`config.mk`:
```
export PLATFORM = sky130hd
export DESIGN_NAME = lcd_bus_engine
export DESIGN_NICKNAME = d
export VERILOG_FILES = /design/src/rtl/lcd_bus_pkg.sv /design/src/rtl/lcd_phase_timer.sv /design/src/rtl/lcd_lane_mux.sv /design/src/rtl/lcd_bus_engine.sv
export SDC_FILE = /design/constraint.sdc
export NUM_CORES = 1
export LEC_CHECK = 0
export BUFFER_PORTS_ARGS = -buffer_cell sky130_fd_sc_hd__buf_2
export CAP_MARGIN = 20
export CORE_UTILIZATION = 55
export DETAILED_ROUTE_END_ITERATION = 10
export PLACE_DENSITY = 0.83
export SYNTH_ARGS = -nofsm -noshare
export SYNTH_HDL_FRONTEND = slang
export SYNTH_SLANG_ARGS = --single-unit
```
`constraint.sdc`:
```
create_clock -name clk -period 3.7 [get_ports clk]
set_input_delay 0 -clock clk [delete_from_list [all_inputs] [get_ports clk]]
set_output_delay 0 -clock clk [all_outputs]
set_load 0.05 [all_outputs]
```
`src/rtl/lcd_bus_pkg.sv`:
```
// Shared definitions for the character-display bus engine.
// Assumes: timing values are given in ns and the clock in whole MHz.
package lcd_bus_pkg;

    localparam int BYTE_W = 8;
    localparam int NIB_W  = BYTE_W / 2;

    typedef enum logic [1:0] {
        PH_IDLE  = 2'd0,
        PH_SETUP = 2'd1,
        PH_HIGH  = 2'd2,
        PH_LOW   = 2'd3
    } phase_t;

    // Round a nanosecond interval up to whole clock cycles.
    function automatic int ns_to_cyc(input int ns, input int mhz);
        return (ns * mhz + 999) / 1000;
    endfunction

    // Larger of two integers.
    function automatic int imax(input int a, input int b);
        return (a > b) ? a : b;
    endfunction

endpackage

```
`src/rtl/lcd_phase_timer.sv`:
```
// Down-counter that times one strobe phase.
// A load of N makes `expired` rise in the N-th cycle after the load edge.
// Assumes: load values are at least 1.
module lcd_phase_timer #(
    parameter int CW = 8
) (
    input  logic          clk,
    input  logic          rst_n,
    input  logic          load,
    input  logic [CW-1:0] load_val,
    output logic          expired
);

    logic [CW-1:0] cnt;

    // Count down the remaining cycles of the current phase.
    always_ff @(posedge clk) begin
        if (!rst_n)          cnt <= '0;
        else if (load)       cnt <= load_val - CW'(1);
        else if (cnt != '0)  cnt <= cnt - CW'(1);
    end

    assign expired = (cnt == '0);

endmodule

```
`src/rtl/lcd_lane_mux.sv`:
```
// Data-lane steering: picks the byte or nibble that is driven, and
// assembles read bytes from one or two captures.
// Assumes: the capture enable is a single cycle at the end of a strobe.
module lcd_lane_mux
    import lcd_bus_pkg::*;
(
    input  logic              clk,
    input  logic              rst_n,
    input  logic              nib_mode,
    input  logic              second,
    input  logic              drive,
    input  logic [BYTE_W-1:0] wbyte,
    input  logic              cap_en,
    input  logic              cap_clr,
    input  logic [BYTE_W-1:0] db_in,
    output logic [BYTE_W-1:0] db_out,
    output logic [BYTE_W-1:0] cap
);

    // Select what appears on the outgoing lines.
    always_comb begin
        if (!drive)        db_out = '0;
        else if (!nib_mode) db_out = wbyte;
        else if (!second)  db_out = {wbyte[BYTE_W-1:NIB_W], {NIB_W{1'b0}}};
        else               db_out = {wbyte[NIB_W-1:0], {NIB_W{1'b0}}};
    end

    // Build the read byte from the upper lines or the full bus.
    always_ff @(posedge clk) begin
        if (!rst_n || cap_clr) begin
            cap <= '0;
        end else if (cap_en) begin
            if (!nib_mode)    cap <= db_in;
            else if (!second) cap[BYTE_W-1:NIB_W] <= db_in[BYTE_W-1:NIB_W];
            else              cap[NIB_W-1:0] <= db_in[BYTE_W-1:NIB_W];
        end
    end

endmodule

```
`src/rtl/lcd_bus_engine.sv`:
```
// Host-side engine for one register access on a parallel character-display
// bus: setup, strobe high, strobe low per transfer, two transfers per byte
// in nibble mode, optional repeat of status reads until the busy bit clears.
// Assumes: request fields stay constant while req is high; req drops in the
// acknowledge cycle.
module lcd_bus_engine
    import lcd_bus_pkg::*;
#(
    parameter int CLK_MHZ   = 200,
    parameter int SETUP_NS  = 140,
    parameter int EHIGH_NS  = 450,
    parameter int ECYCLE_NS = 1000,
    parameter int DVALID_NS = 320,
    parameter int HOLD_NS   = 20
) (
    input  logic              clk,
    input  logic              rst_n,
    input  logic              req,
    input  logic              req_rs,
    input  logic              req_rw,
    input  logic              req_poll,
    input  logic              req_nib,
    input  logic [BYTE_W-1:0] req_byte,
    output logic              ack,
    output logic [BYTE_W-1:0] ack_data,
    output logic              lcd_rs,
    output logic              lcd_rw,
    output logic              lcd_e,
    output logic [BYTE_W-1:0] lcd_db_out,
    output logic              lcd_db_oe,
    input  logic [BYTE_W-1:0] lcd_db_in
);

    localparam int NS  = imax(ns_to_cyc(SETUP_NS, CLK_MHZ), 1);
    localparam int NH  = imax(imax(ns_to_cyc(EHIGH_NS, CLK_MHZ),
                                   ns_to_cyc(DVALID_NS, CLK_MHZ) + 1), 1);
    localparam int NCY = ns_to_cyc(ECYCLE_NS, CLK_MHZ);
    localparam int NL  = imax(imax(NCY - NS - NH, ns_to_cyc(HOLD_NS, CLK_MHZ)), 1);
    localparam int CW  = $clog2(imax(imax(NS, NH), NL) + 1);

    phase_t            ph, ph_n;
    logic              nib_mode, poll_mode, second;
    logic [BYTE_W-1:0] wbyte, cap;
    logic              tmr_load, tmr_exp;
    logic [CW-1:0]     tmr_val;
    logic              more_pulse, repoll, finish, accept;

    assign accept     = (ph == PH_IDLE) && req;
    assign more_pulse = nib_mode && !second;
    assign repoll     = poll_mode && cap[BYTE_W-1];
    assign finish     = (ph == PH_LOW) && tmr_exp && !more_pulse && !repoll;

    // Next phase and the timer value for that phase.
    always_comb begin
        ph_n     = ph;
        tmr_load = 1'b0;
        tmr_val  = CW'(NS);
        unique case (ph)
            PH_IDLE: if (req) begin
                ph_n = PH_SETUP; tmr_load = 1'b1; tmr_val = CW'(NS);
            end
            PH_SETUP: if (tmr_exp) begin
                ph_n = PH_HIGH; tmr_load = 1'b1; tmr_val = CW'(NH);
            end
            PH_HIGH: if (tmr_exp) begin
                ph_n = PH_LOW; tmr_load = 1'b1; tmr_val = CW'(NL);
            end
            PH_LOW: if (tmr_exp) begin
                if (more_pulse || repoll) begin
                    ph_n = PH_SETUP; tmr_load = 1'b1; tmr_val = CW'(NS);
                end else begin
                    ph_n = PH_IDLE;
                end
            end
            default: ph_n = PH_IDLE;
        endcase
    end

    // Phase register, bus control lines, request latch and acknowledge.
    always_ff @(posedge clk) begin
        if (!rst_n) begin
            ph        <= PH_IDLE;
            lcd_rs    <= 1'b0;
            lcd_rw    <= 1'b0;
            lcd_db_oe <= 1'b0;
            ack       <= 1'b0;
            nib_mode  <= 1'b0;
            poll_mode <= 1'b0;
            second    <= 1'b0;
            wbyte     <= '0;
        end else begin
            ph  <= ph_n;
            ack <= 1'b0;
            if (accept) begin
                lcd_rs    <= req_poll ? 1'b0 : req_rs;
                lcd_rw    <= req_poll | req_rw;
                lcd_db_oe <= !(req_poll | req_rw);
                wbyte     <= req_byte;
                nib_mode  <= req_nib;
                poll_mode <= req_poll;
                second    <= 1'b0;
            end
            if (ph == PH_LOW && tmr_exp) begin
                if (more_pulse) begin
                    second <= 1'b1;
                end else if (repoll) begin
                    second <= 1'b0;
                end else begin
                    ack       <= 1'b1;
                    lcd_rs    <= 1'b0;
                    lcd_rw    <= 1'b0;
                    lcd_db_oe <= 1'b0;
                end
            end
        end
    end

    assign lcd_e    = (ph == PH_HIGH);
    assign ack_data = cap;

    lcd_phase_timer #(.CW(CW)) timer_i (
        .clk      (clk),
        .rst_n    (rst_n),
        .load     (tmr_load),
        .load_val (tmr_val),
        .expired  (tmr_exp)
    );

    lcd_lane_mux lanes_i (
        .clk      (clk),
        .rst_n    (rst_n),
        .nib_mode (nib_mode),
        .second   (second),
        .drive    (lcd_db_oe),
        .wbyte    (wbyte),
        .cap_en   ((ph == PH_HIGH) && tmr_exp && lcd_rw),
        .cap_clr  (accept),
        .db_in    (lcd_db_in),
        .db_out   (lcd_db_out),
        .cap      (cap)
    );

    logic unused_finish;
    assign unused_finish = finish;

endmodule

```
* Yosys cells after proc, flatten, opt, wreduce, memory -nomap -nowiden
Index checks and enable logic that the tools add are counted.
** Operators by class
- $add $sub $neg :: 2
- Multipliers :: 0
- Divide/modulo/power cells :: 0
- Order comparisons :: 0
- Equality and inequality tests :: 9
- Shift operators :: 0
- Mux-type cells :: 40
- Bitwise gates (word level) :: 3
- Reductions and logical operators :: 21
** Operators by type and width (number)
- $mux W8 :: 4
- $mux W7 :: 4
- $mux W1 :: 23
- $pmux W7 S3 :: 1
- $sub A7 B1 Y7 const B :: 2
- $mux W2 :: 4
- $mux W4 :: 2
- $ne A2 B2 Y1 const B :: 4
- $pmux W2 S4 :: 1
- $logic_not A7 Y1 :: 1
- $reduce_bool A7 Y1 :: 1
- $logic_and A1 B1 Y1 :: 6
- $eq A2 B2 Y1 const B :: 2
- $ne A2 B1 Y1 const B :: 2
- $reduce_and A2 Y1 :: 2
- $reduce_and A4 Y1 :: 1
- $reduce_or A2 Y1 :: 2
- $logic_not A1 Y1 :: 3
- $pmux W1 S3 :: 1
- $reduce_or A3 Y1 :: 1
- $eq A2 B1 Y1 const B :: 1
- $logic_not A2 Y1 :: 1
- $logic_or A1 B1 Y1 :: 2
- $not A1 Y1 :: 2
- 2 further kinds :: 2
** Storage, ports and cells
- Bits in registers :: 32
- Bits in latches :: 0
- Bits in writable memories :: 0
- Bits in read-only memories :: 0
- Output and inout port bits :: 21
- Logic and storage cells :: 87
- Memories :: 0

* Longest topological paths before layout
Gate-level depths: netlist of run 1.
- Depth after elaboration :: 7
- Gate-level depth with buffers :: 12
- Mapped depth without buffers :: 11

* Hierarchy
Synthesis of run 1 repeated with hierarchy kept, for this count alone.
** Second synthesis, totals
- Cells, all modules :: 196
- Area total of the unflattened synthesis :: 1689.1 um^2
** Modules (own cells, without submodules)
- lcd_bus_engine :: times used 1, cells an instance 97, area each 792.0 um^2, seq. area each 340.3 um^2
- lcd_lane_mux :: times used 1, cells an instance 54, area each 467.9 um^2, seq. area each 160.2 um^2
- lcd_phase_timer :: times used 1, cells an instance 45, area each 429.2 um^2, seq. area each 140.1 um^2

* Least setup slack after synthesis of run 1
Ideal clock, no wire load.
- Path kind :: register to register
- From :: register lanes_i.cap[7]
- To :: register timer_i.cnt[4]
- Arrival time :: 2.323 ns
- Required time :: 3.605 ns
- Path slack :: 1.282 ns
- Cell stages (with the launch flop) :: 10
- Path through :: dfxtp_1 -> nand2_1 -> a21bo_2 -> a22oi_1 -> nor3b_1 -> a21oi_1 -> ha_1 -> nor3b_1 -> xnor2_1 -> a221oi_1
** On the way
- Longest elaborated chain between the ends :: 6
- Elaborated cells between the ends (all ways) :: 7
- Classes of those cells :: mux (4); reduce/logical (3)
** Ends and longest elaborated chain
- start, declared :: RTL line lcd_lane_mux.sv:17 : output logic [BYTE_W-1:0] cap
- start signal, assigned :: RTL line lcd_lane_mux.sv:33 : if (!nib_mode) cap <= db_in;
- start signal, assigned by index :: RTL line lcd_lane_mux.sv:34 : else if (!second) cap[BYTE_W-1:NIB_W] <= db_in[BYTE_W-1:NIB_W];
- start signal, assigned by index :: RTL line lcd_lane_mux.sv:35 : else cap[NIB_W-1:0] <= db_in[BYTE_W-1:NIB_W];
- $logic_and A1 B1 Y1 * :: RTL line lcd_bus_engine.sv:50 : assign repoll = poll_mode && cap[BYTE_W-1];
- $logic_or A1 B1 Y1 * :: RTL line lcd_bus_engine.sv:69 : if (more_pulse || repoll) begin
- $mux W1 * :: RTL line lcd_bus_engine.sv:69
- $mux W1 * :: RTL line lcd_bus_engine.sv:68 : PH_LOW: if (tmr_exp) begin
- $pmux W1 S3 * :: RTL line lcd_bus_engine.sv:58 : unique case (ph)
- $mux W7 or $reduce_bool A2 Y1 (tied branches)
- end signal, assigned :: RTL line lcd_phase_timer.sv:19 : else if (load) cnt <= load_val - CW'(1);
- end signal, assigned :: RTL line lcd_phase_timer.sv:20 : else if (cnt != '0) cnt <= cnt - CW'(1);
- end, declared :: RTL line lcd_phase_timer.sv:14 : logic [CW-1:0] cnt;
Mark *: on every way between the ends. The rest lies on a longest branch, timed or not.
A chain may end at the register's enable or synchronous reset.

* Worst setup path in the final report of run 1
- From :: register nib_mode
- To :: register timer_i.cnt[4]
** On the way
- Longest elaborated chain between the ends :: 6
- Elaborated cells between the ends (all ways) :: 7
- Classes of those cells :: mux (4); reduce/logical (3)
** Ends and longest elaborated chain
- start, declared :: RTL line lcd_bus_engine.sv:42 : logic nib_mode, poll_mode, second;
- start signal, assigned :: RTL line lcd_bus_engine.sv:99 : nib_mode <= req_nib;
- $logic_and A1 B1 Y1 * :: RTL line lcd_bus_engine.sv:49 : assign more_pulse = nib_mode && !second;
- $logic_or A1 B1 Y1 * :: RTL line lcd_bus_engine.sv:69
- $mux W1 * :: RTL line lcd_bus_engine.sv:69
- $mux W1 * :: RTL line lcd_bus_engine.sv:68
- $pmux W1 S3 * :: RTL line lcd_bus_engine.sv:58
- $mux W7 or $reduce_bool A2 Y1 (tied branches)
Marked as above.

==> results of run 1 <==
## area by class of cell
class / instances / area, um2
fillers: 206 / 696.9
repair buffers: 62 / 405.4
clock inverters: 2 / 10.01
multi-input cells: 148 / 895.9
clock buffers: 6 / 51.30
inverters: 5 / 18.77
flip-flops and latches: 32 / 640.6
well taps: 31 / 38.79
## report_power, final
part | switching (W) | internal, W
Sequential | 0.0000647 | 0.000414
Clock | 0.000117 | 0.0000903
Combinational | 0.000389 | 0.000280
Total | 0.000570 | 0.000784
## synthesized netlist by cell type, types with 2 or more instances
master,instances,area share (%)
or4_1,2,0.94
nor3_1,3,0.94
nand2_1,32,7.5
ha_1,7,5.5
nor3b_1,3,1.4
mux2i_1,9,5.6
dfxtp_1,32,40
and2_1,6,2.3
xnor2_1,3,1.6
a211oi_1,5,2.3
nand3_1,6,1.9
clkbuf_1,4,0.94
nor2b_1,2,0.78
a21boi_0,4,1.9
nor2_1,24,5.6
o21ai_0,4,1.3
inv_1,5,1.2
buf_6,2,1.4
a21oi_1,19,5.9
## cells by family after synthesis
| group | count (synthesis) | share of synthesized area (%) |
|---|---|---|
| AO/OA/AOI/OAI | 43 | 16.95 |
| buffers and inverters | 13 | 4.062 |
| flip-flops | 32 | 40.00 |
| XOR/XNOR | 3 | 1.641 |
| adder cells (fa/ha/maj) | 7 | 5.469 |
| AND/OR/NAND/NOR | 84 | 24.61 |
| multiplexers | 11 | 7.266 |
## worst max-delay path: stages (launching register included)
cell      delay (ns)
dfxtp_1         0.64
nand2b_1        0.18
a21bo_2         0.24
a22oi_1         0.15
nor3b_1         0.42
a21oi_1         0.08
ha_1            0.27
nor3b_1         0.17
xnor2_1         0.12
a221oi_1        0.28
## final timing paths
check	to	slack, ns
max	timer_i.cnt[4]	1.05
min	lanes_i.cap[1]	0.03
max reg2reg	timer_i.cnt[4]	1.05
min reg2reg	wbyte[7]	0.46
## per-layer routing
layer | global-route usage, % | vias to the layer above | share of wire [%]
met5 | 0 | - | 0
met4 | 10.45 | 0 | 1.1
met3 | 7.907 | 6 | 6.0
met2 | 40.14 | 56 | 47
met1 | 30.69 | 686 | 46
li1 | - | 794 | -
## flip-flops by register name, indices dropped and copies added, names as in the netlist
| name | flops |
|---|---|
| ack | 1 |
| lanes_i.cap | 8 |
| lcd_db_oe | 1 |
| lcd_rs | 1 |
| lcd_rw | 1 |
| nib_mode | 1 |
| ph | 2 |
| poll_mode | 1 |
| second | 1 |
| timer_i.cnt | 7 |
| wbyte | 8 |
## per-stage QoR
| step | power [W] | hold WS [ns] | setup slack (ns) | instance area [um2] | utilization (%) |
|---|---|---|---|---|---|
| 6_report | 0.001354 | 0.02705 | 1.054 | 2061 | 74.73 |
| 5_1_grt | 0.001466 | 0.02340 | 0.8110 | 2061 | 74.73 |
| 4_1_cts | 0.001356 | 0.008638 | 1.091 | 2061 | 74.73 |
| 3_5_place_dp | 0.001125 | 0.2485 | 1.143 | 1809 | 65.61 |
| 3_3_place_gp | 0.001118 | 0.2429 | 1.209 | 1809 | 65.61 |
| 2_1_floorplan | 0.001021 | 0.1360 | 1.282 | 1602 | - |
==> metrics.csv, run 1 <==
stage;metric;value;unit
outcome;outcome;completed;
synth;Top FF cell, synth;dfxtp_1;
synth;Netlist Area Pre-Place;0.001602;mm2
critical_path;Critical Path End Type;flop;
synth;distinct cell type count after synthesis;40;
cts;Post-CTS Setup Inserts;0;
cts;Reg clk slew, reported paths;0.10;ns
die;height of the die;55.96;um
timing;Tmin final;2.646;ns
cts;CTS hold repair buffers;19;
die;Die Wd;55.96;um
timing;fin. max-slew vios;0;
timing;Final Hold Fails;0;
final_layout;ant diodes;0;
cts;H-tree Lvls;2;
die;IO Count;44;
power;Leak;0.8953;nW
cts;clock root cell;clkbuf_4;
hold_path;Hold Crit Class;in2reg;
final_layout;commonest non-fill, non-tap cell in the layout;buf_2;
detailed_routing;Vias/cell;5.392;
global_routing;grt ovf;0;
synth;Synth Register Bits;32;
timing;final period utilization;71.52;%
timing;RSZ-0062 raised after global routing;no;
timing;Fmax achieved;0.3779;GHz
run;max-capacitance violation count;0;
detailed_routing;First-pass DRT Iterations;4;
synth;Synth Area per Inst;8.298;um2
die;Die ar.;0.003132;mm2
critical_path;CP Class;reg2reg;
place;DP HPWL;2450;um
die;Initial Utilization;58.08;%
place;port buffer count;43;
place;GPL Wtd Cong;0.8894;
cts;worst skew pair latency;0.33;ns
detailed_routing;Post-route DRC;0;
detailed_routing;remaining antenna violation count after routing;0;
synth;Yosys warning count;0;
final_layout;share of layout cells above drive strength 1;21.96;%
critical_path;critical path arrival;2.89;ns
critical_path;Worst Setup SP;nib_mode;
place;post-placement cell count;259;
detailed_routing;initial drt markers;67;
cts;CTS Buf Count;5;
timing;Max transition margin;62.33;%
global_routing;first-pass GRT wire length;6065;um
synth;Post-synth EDFFs;0;
final_layout;Area growth syn-to-layout;28.67;%
die;site row count;19;
die;Core Footprint;0.002758;mm2
critical_path;critical path required time;3.94;ns
cts;# clock sinks;32;
timing;actual slew at the worst max-slew pin;0.5591;ns
synth;syn_nets;223;
final_layout;NumNets Final;284;
power;worst IR drop on VDD;600.9;uV
critical_path;crit start category;flop;
power;Power Density;657.3;mW/mm2
detailed_routing;wire per inst;13.16;um
detailed_routing;via count;1542;
hold_path;hold path depth;3;
critical_path;R2R Path Start;nib_mode;
detailed_routing;Post-Route WL;3764;um
cts;PostCTS Resize Cnt;0;
synth;share of the yosys chip area belonging to registers;40.00;%
synth;cells after synthesis;193;
critical_path;FF-to-FF path depth;9;
critical_path;CP max FO;13;
cts;worst-case clock buffer depth;2;
timing;Clock Skews;0.006272;ns
timing;setup tns final;0;ns
hold_path;Hold Path Origin;lcd_db_in[1];
final_layout;most frequent cells in the layout;buf_2, nand2_1, dfxtp_1;
global_routing;total track usage;24.93;%
final_layout;final std cells w/o fill;286;
global_routing;initial antenna violation count;0;
cts;TritonCTS clock tree;done;
timing;final setup violation count;0;
global_routing;vias in the first global route;1393;
global_routing;largest net degree at the start of global routing;17;
synth;Synth async-reset ratio;0;%
(Power assumes the default switching activity.)
==> run 2: changes to the inputs <==
--- a/config.mk
+++ b/config.mk
@@ -7,9 +7,9 @@
 export LEC_CHECK = 0
 export BUFFER_PORTS_ARGS = -buffer_cell sky130_fd_sc_hd__buf_2
 export CAP_MARGIN = 20
-export CORE_UTILIZATION = 55
+export CORE_UTILIZATION = 46
 export DETAILED_ROUTE_END_ITERATION = 10
-export PLACE_DENSITY = 0.83
+export PLACE_DENSITY = 0.74
 export SYNTH_ARGS = -nofsm -noshare
 export SYNTH_HDL_FRONTEND = slang
 export SYNTH_SLANG_ARGS = --single-unit
==> constraint.sdc (replaced) <==
create_clock -name clk -period 2.35 [get_ports clk]
set_input_delay 0 -clock clk [delete_from_list [all_inputs] [get_ports clk]]
set_output_delay 0 -clock clk [all_outputs]
set_load 0.05 [all_outputs]
==> metrics.csv, run 2 (synthesis gave the netlist of run 1 again) <==
stage;metric;value;unit
global_routing;first-pass GRT wire length;6230;um
final_layout;most frequent cells in the layout;buf_2, nand2_1, dfxtp_1;
global_routing;vias in the first global route;1487;
die;site row count;21;
power;Comb power frac;52.2;%
critical_path;Max stage delay on crit path;0.41;ns
timing;Clock Skews;0.008593;ns
power;Internal Power;0.001478;W
power;Sw Pwr;0.0009791;W
place;DP HPWL;2665;um
place;pre-CTS WS;-0.02489;ns
final_layout;Final Cell Area;0.002245;mm2
cts;TritonCTS clock tree;done;
cts;CTS Buf Count;5;
timing;Setup WS post-layout;0.1425;ns
hold_path;Hold Crit Class;in2reg;
global_routing;met3 Use GR;4.051;%
timing;final period utilization;93.94;%
global_routing;met2 usage;40.03;%
power;total power;0.002457;W
power;part of the power in registers;30.4;%
critical_path;critical path arrival;2.49;ns
final_layout;largest registers;lanes_i.cap: 8 flops, wbyte: 8 flops, timer_i.cnt: 7 flops;
power;Leak;0.9792;nW
final_layout;share of layout cells above drive strength 1;29.63;%
detailed_routing;Post-Route WL;4103;um
critical_path;Critical Path End Type;flop;
die;height of the die;61.01;um
run;max-capacitance violation count;0;
power;Power Density;1095;mW/mm2
final_layout;NumNets Final;299;
critical_path;Worst Setup SP;timer_i.cnt[2];
place;port buffer count;43;
critical_path;CP Class;reg2reg;
detailed_routing;Vias/cell;5.054;
power;clock power share;17.4;%
cts;Reg clk slew, reported paths;0.11;ns
critical_path;R2R Path Start;timer_i.cnt[2];
timing;Final Hold Fails;0;
cts;# clock sinks;32;
final_layout;Area growth syn-to-layout;40.16;%
place;GPL Wtd Cong;0.8862;
final_layout;area of the multi-input gates;924.6;um2
timing;actual slew at the worst max-slew pin;0.6424;ns
timing;RSZ-0062 raised after global routing;no;
critical_path;Slowest cell on crit path;nor4_2;
detailed_routing;Post-route DRC;0;
place;Placed Area;0.001927;mm2
final_layout;Register Area;643.1;um2
die;Die Wd;61.01;um
global_routing;grt ovf;0;
detailed_routing;wire per inst;12.98;um
critical_path;crit start category;flop;
cts;H-tree Lvls;2;
final_layout;commonest non-fill, non-tap cell in the layout;buf_2;
global_routing;largest net degree at the start of global routing;15;
die;Initial Utilization;47.99;%
detailed_routing;via count;1597;
detailed_routing;remaining antenna violation count after routing;0;
global_routing;global routing's busiest layer;met2;
final_layout;fill count;284;
power;Sw Ratio;39.85;%
power;worst IR drop on VDD;777.2;uV
detailed_routing;initial drt markers;51;
cts;worst skew pair latency;0.34;ns
cts;worst-case clock buffer depth;2;
global_routing;total track usage;23.13;%
critical_path;critical path required time;2.63;ns
global_routing;met1 Usage GRT;26.56;%
critical_path;CP max FO;4;
cts;clock root cell;clkbuf_4;
timing;Tmin final;2.207;ns
outcome;outcome;completed;
die;Die ar.;0.003722;mm2
timing;Max transition margin;56.72;%
timing;Fmax achieved;0.4530;GHz
final_layout;ant diodes;0;
die;Core Footprint;0.003337;mm2
global_routing;initial antenna violation count;0;
critical_path;CP cell instances;nor4_2 > nand3b_1 > a211o_1 > mux2_2 > or4_1 > a21oi_1;
detailed_routing;First-pass DRT Iterations;4;
timing;final setup violation count;0;
hold_path;Hold Path Origin;req_rs;
timing;fin. max-slew vios;0;
die;IO Count;44;
-- run 2: power groups by stage --
stage	Clock (W)	Combinational, W	Sequential, W
after floorplan	0	0.000839	0.000770
after global placement	0	0.00115	0.000747
after detailed placement	0	0.00115	0.000750
after CTS	0.000444	0.00121	0.000739
after global routing	0.000465	0.00140	0.000759
final	0.000429	0.00128	0.000747
-- run 2: timing repair --
action / in CTS / in global routing
hold buffers: 20 / 0
pin swaps: 0 / 0
endpoints found under the setup margin: 3 / 4
gates resized for setup: 3 / 6
hold endpoints to repair: 23 / 0
buffers inserted: 0 / 1
-- run 2: path summary, 6_finish.rpt --
check / cells past startpoint / endpoint / slack (ns)
worst max-delay path: 6 / timer_i.cnt[3] / 0.14
worst min-delay path: 4 / lcd_rs / 0.06
worst max register to register: 6 / timer_i.cnt[3] / 0.14
worst min register to register: 2 / wbyte[7] / 0.46
-- run 2: worst max-delay path: cells and delay by family (launching register included) --
kind / cells / cell delay (ns)
simple gates: 3 / 1.00
compound gates: 2 / 0.51
flops: 1 / 0.35
mux: 1 / 0.28
-- run 2: per-stage QoR --
stage	TNS, ns	util [%]	hold WS (ns)	cells
finish	0	67.27	0.06360	316
global route	0	67.27	0.08435	316
CTS	0	66.40	0.04368	315
detailed placement	-0.02489	57.74	0.2465	287
global placement	0	57.74	0.2443	287
floorplan	0	-	0.1360	193
-- run 2: final cells by class --
type / count / area share [%]
Clock buffer: 5 / 1.672
Clock inverter: 3 / 1.895
Inverter: 5 / 0.8361
Multi-Input combinational cell: 148 / 41.19
Sequential cell: 32 / 28.65
Tap cell: 46 / 2.564
Timing Repair Buffer: 77 / 23.19
-- run 2: routing by layer --
layer	wire, um	vias to the layer above
met1	1802	721
met4	92	0
met3	168	10
li1	-	820
met2	2040	46
met5	0	-
==> run 3: changes to the inputs <==
--- a/config.mk
+++ b/config.mk
@@ -5,11 +5,13 @@
 export SDC_FILE = /design/constraint.sdc
 export NUM_CORES = 1
 export LEC_CHECK = 0
+export ABC_AREA = 1
 export BUFFER_PORTS_ARGS = -buffer_cell sky130_fd_sc_hd__buf_2
 export CAP_MARGIN = 20
-export CORE_UTILIZATION = 46
+export CORE_UTILIZATION = 49
+export CTS_BUF_LIST = sky130_fd_sc_hd__clkbuf_2 sky130_fd_sc_hd__clkbuf_4 sky130_fd_sc_hd__clkbuf_8
 export DETAILED_ROUTE_END_ITERATION = 10
-export PLACE_DENSITY = 0.74
+export PLACE_DENSITY = 0.78
 export SYNTH_ARGS = -nofsm -noshare
 export SYNTH_HDL_FRONTEND = slang
 export SYNTH_SLANG_ARGS = --single-unit
==> metrics.csv, run 3 <==
stage;metric;value;unit
cts;clock root cell;clkbuf_4;
place;GPL Wtd Cong;0.8601;
detailed_routing;via count;1734;
critical_path;Max stage delay on crit path;0.59;ns
critical_path;Worst Setup SP;ph[1];
critical_path;CP cell instances;inv_1 > ha_1 > nand2_1 > inv_1 > nor2_1 > buf_4 > o21ai_0 > a31oi_1 > dlygate4sd3_1;
power;worst IR drop on VDD;500.9;uV
critical_path;crit start category;flop;
detailed_routing;wire per inst;11.87;um
synth;Synth async-reset ratio;0;%
critical_path;Critical Path End Type;flop;
cts;worst skew pair latency;0.34;ns
final_layout;most frequent cells in the layout;nand2_1, buf_2, inv_1;
place;port buffer count;43;
timing;RSZ-0062 raised after global routing;no;
power;Power Density;1113;mW/mm2
critical_path;R2R Setup Slk;0.23;ns
timing;Max transition margin;74.49;%
synth;Synth Area per Inst;7.135;um2
timing;setup tns final;0;ns
critical_path;R2R Path Start;ph[1];
timing;fin. max-slew vios;0;
critical_path;critical path arrival;2.40;ns
synth;Yosys warning count;0;
detailed_routing;initial drt markers;72;
die;Die Wd;60.12;um
synth;top cells by count, synth;nand2_1, dfxtp_1, inv_1;
synth;most frequent cell after synthesis;nand2_1;
timing;actual slew at the worst max-slew pin;0.3821;ns
final_layout;share of layout cells above drive strength 1;25.33;%
global_routing;first-pass GRT wire length;6720;um
die;height of the die;60.12;um
synth;distinct cell type count after synthesis;24;
final_layout;fill count;258;
detailed_routing;Vias/cell;4.983;
power;Leak;1.091;nW
timing;Tmin final;2.123;ns
final_layout;NumNets Final;333;
place;DP HPWL;2791;um
cts;# clock sinks;32;
final_layout;commonest non-fill, non-tap cell in the layout;nand2_1;
synth;Post-synth EDFFs;0;
global_routing;vias in the first global route;1527;
global_routing;largest net degree at the start of global routing;20;
synth;largest area contributor in the netlist;dfxtp_1;
detailed_routing;Post-Route WL;4131;um
cts;CTS Buf Count;5;
synth;syn_nets;262;
timing;Clock Skews;0.01054;ns
critical_path;Slowest cell on crit path;dlygate4sd3_1;
run;max-capacitance violation count;0;
global_routing;grt ovf;0;
synth;Netlist Area Pre-Place;0.001655;mm2
cts;worst-case clock buffer depth;2;
final_layout;largest registers;lanes_i.cap: 8 flops, wbyte: 8 flops, timer_i.cnt: 7 flops;
hold_path;Hold Crit Class;in2reg;
final_layout;final std cells w/o fill;348;
hold_path;Hold Path Origin;rst_n;
synth;cells after synthesis;232;
final_layout;Area growth syn-to-layout;35.45;%
outcome;outcome;completed;
critical_path;CP dominant cell by count;inv_1;
critical_path;CP Class;reg2reg;
cts;TritonCTS clock tree;done;
die;IO Count;44;
final_layout;ant diodes;0;
synth;share of the yosys chip area belonging to registers;38.70;%
timing;Final Hold Fails;0;
die;Initial Utilization;52.92;%
global_routing;initial antenna violation count;0;
timing;final setup violation count;0;
synth;Synth Register Bits;32;
detailed_routing;Post-route DRC;0;
final_layout;area of the multi-input gates;868.3;um2
cts;H-tree Lvls;2;
die;site row count;20;
synth;Top FF cell, synth;dfxtp_1;
die;Die ar.;0.003614;mm2
timing;Fmax achieved;0.4710;GHz
global_routing;total track usage;25.81;%
final_layout;Register Area;641.9;um2
critical_path;CP max FO;12;
synth;Synth top area share;38.70;%
detailed_routing;First-pass DRT Iterations;4;
synth;most area-consuming cells after synthesis;dfxtp_1, nand2_1, o21ai_0;
cts;Reg clk slew, reported paths;0.10;ns
critical_path;critical path required time;2.63;ns
place;post-placement cell count;316;
die;Core Footprint;0.003128;mm2
detailed_routing;remaining antenna violation count after routing;0;
timing;final period utilization;90.34;%
==> run 3: cell count changes after synthesis, sizes merged, moves of 3 or more <==
cell	previous run	this run
nand3	6	11
nor3b	3	0
o21ai	4	26
a31oi	1	5
xnor2	3	0
inv	5	35
buf	4	1
a21boi	4	0
nand2	32	54
a211oi	5	0
and2	6	0
a21oi	19	23
mux2i	9	0
==> run 3: layout make-up <==
cell class / instances / area share [%]
Clock inverter: 3 / 1.897
Clock buffer: 5 / 1.674
Sequential cell: 32 / 28.63
Timing Repair Buffer: 69 / 20.76
Inverter: 35 / 5.859
Tap cell: 44 / 2.455
Multi-Input combinational cell: 160 / 38.73
==> run 3: logic make-up (layout without fill, tap and decap cells) <==
| logic type | count (synthesis) | after routing | synth area share (%) |
|---|---|---|---|
| AOI/OAI and AO/OA | 60 | 60 | 20.18 |
| adders and majority gates | 7 | 7 | 5.291 |
| buffers and inverters | 40 | 112 | 9.297 |
| DFF | 32 | 32 | 38.70 |
| and+or+nand+nor | 93 | 93 | 26.53 |
==> run 3: what timing repair did <==
item / CTS / global route
setup buffers: 0 / 2
endpoints found under the hold margin: 20 / 0
setup endpoints to repair: 0 / 2
resized for setup: 0 / 2
hold buffers: 22 / 0
==> run 3: worst max-delay path: cells and delay by family (launching register included) <==
| family | cells | cell delay [ns] |
|---|---|---|
| AND/OR/NAND/NOR | 2 | 0.20 |
| flip-flops | 1 | 0.39 |
| buffers and inverters | 4 | 0.97 |
| adder cells (fa/ha/maj) | 1 | 0.22 |
| AO/OA/AOI/OAI | 2 | 0.29 |
==> run 3: where the power goes <==
part | total (W) | leakage (nW) | internal [W] | switching (W)
clock | 0.000417 | 0.0412 | 0.000222 | 0.000195
sequential | 0.000766 | 0.263 | 0.000671 | 0.0000956
combinational | 0.00131 | 0.787 | 0.000435 | 0.000878
==> run 3: final timing paths <==
path               endpoint  cells after the start
max          lanes_i.cap[2]                      9
min          timer_i.cnt[4]                      3
max reg2reg  lanes_i.cap[2]                      9
min reg2reg        wbyte[4]                      2
==> run 3: metal layers <==
metal / up-vias / global-route usage [%] / share of wire [%]
li1: 898 / - / -
met1: 760 / 31.21 / 45
met2: 64 / 41.60 / 46
met3: 12 / 8.442 / 7.1
met4: 0 / 10.96 / 2.5
met5: - / 0 / 0
==> run 3: stage by stage <==
step | total power, W | util [%] | setup WS, ns | hold slack [ns] | area (um2)
floorplan | 0.001784 | - | 0.3611 | 0.1349 | 1655
global placement | 0.002010 | 61.32 | 0.4037 | 0.2506 | 1918
detailed placement | 0.002044 | 61.32 | 0.2890 | 0.2530 | 1918
CTS | 0.002490 | 70.92 | 0.2594 | 0.01057 | 2218
global route | 0.002711 | 71.68 | 0.04168 | 0.02699 | 2242
finish | 0.002496 | 71.68 | 0.2270 | 0.02640 | 2242
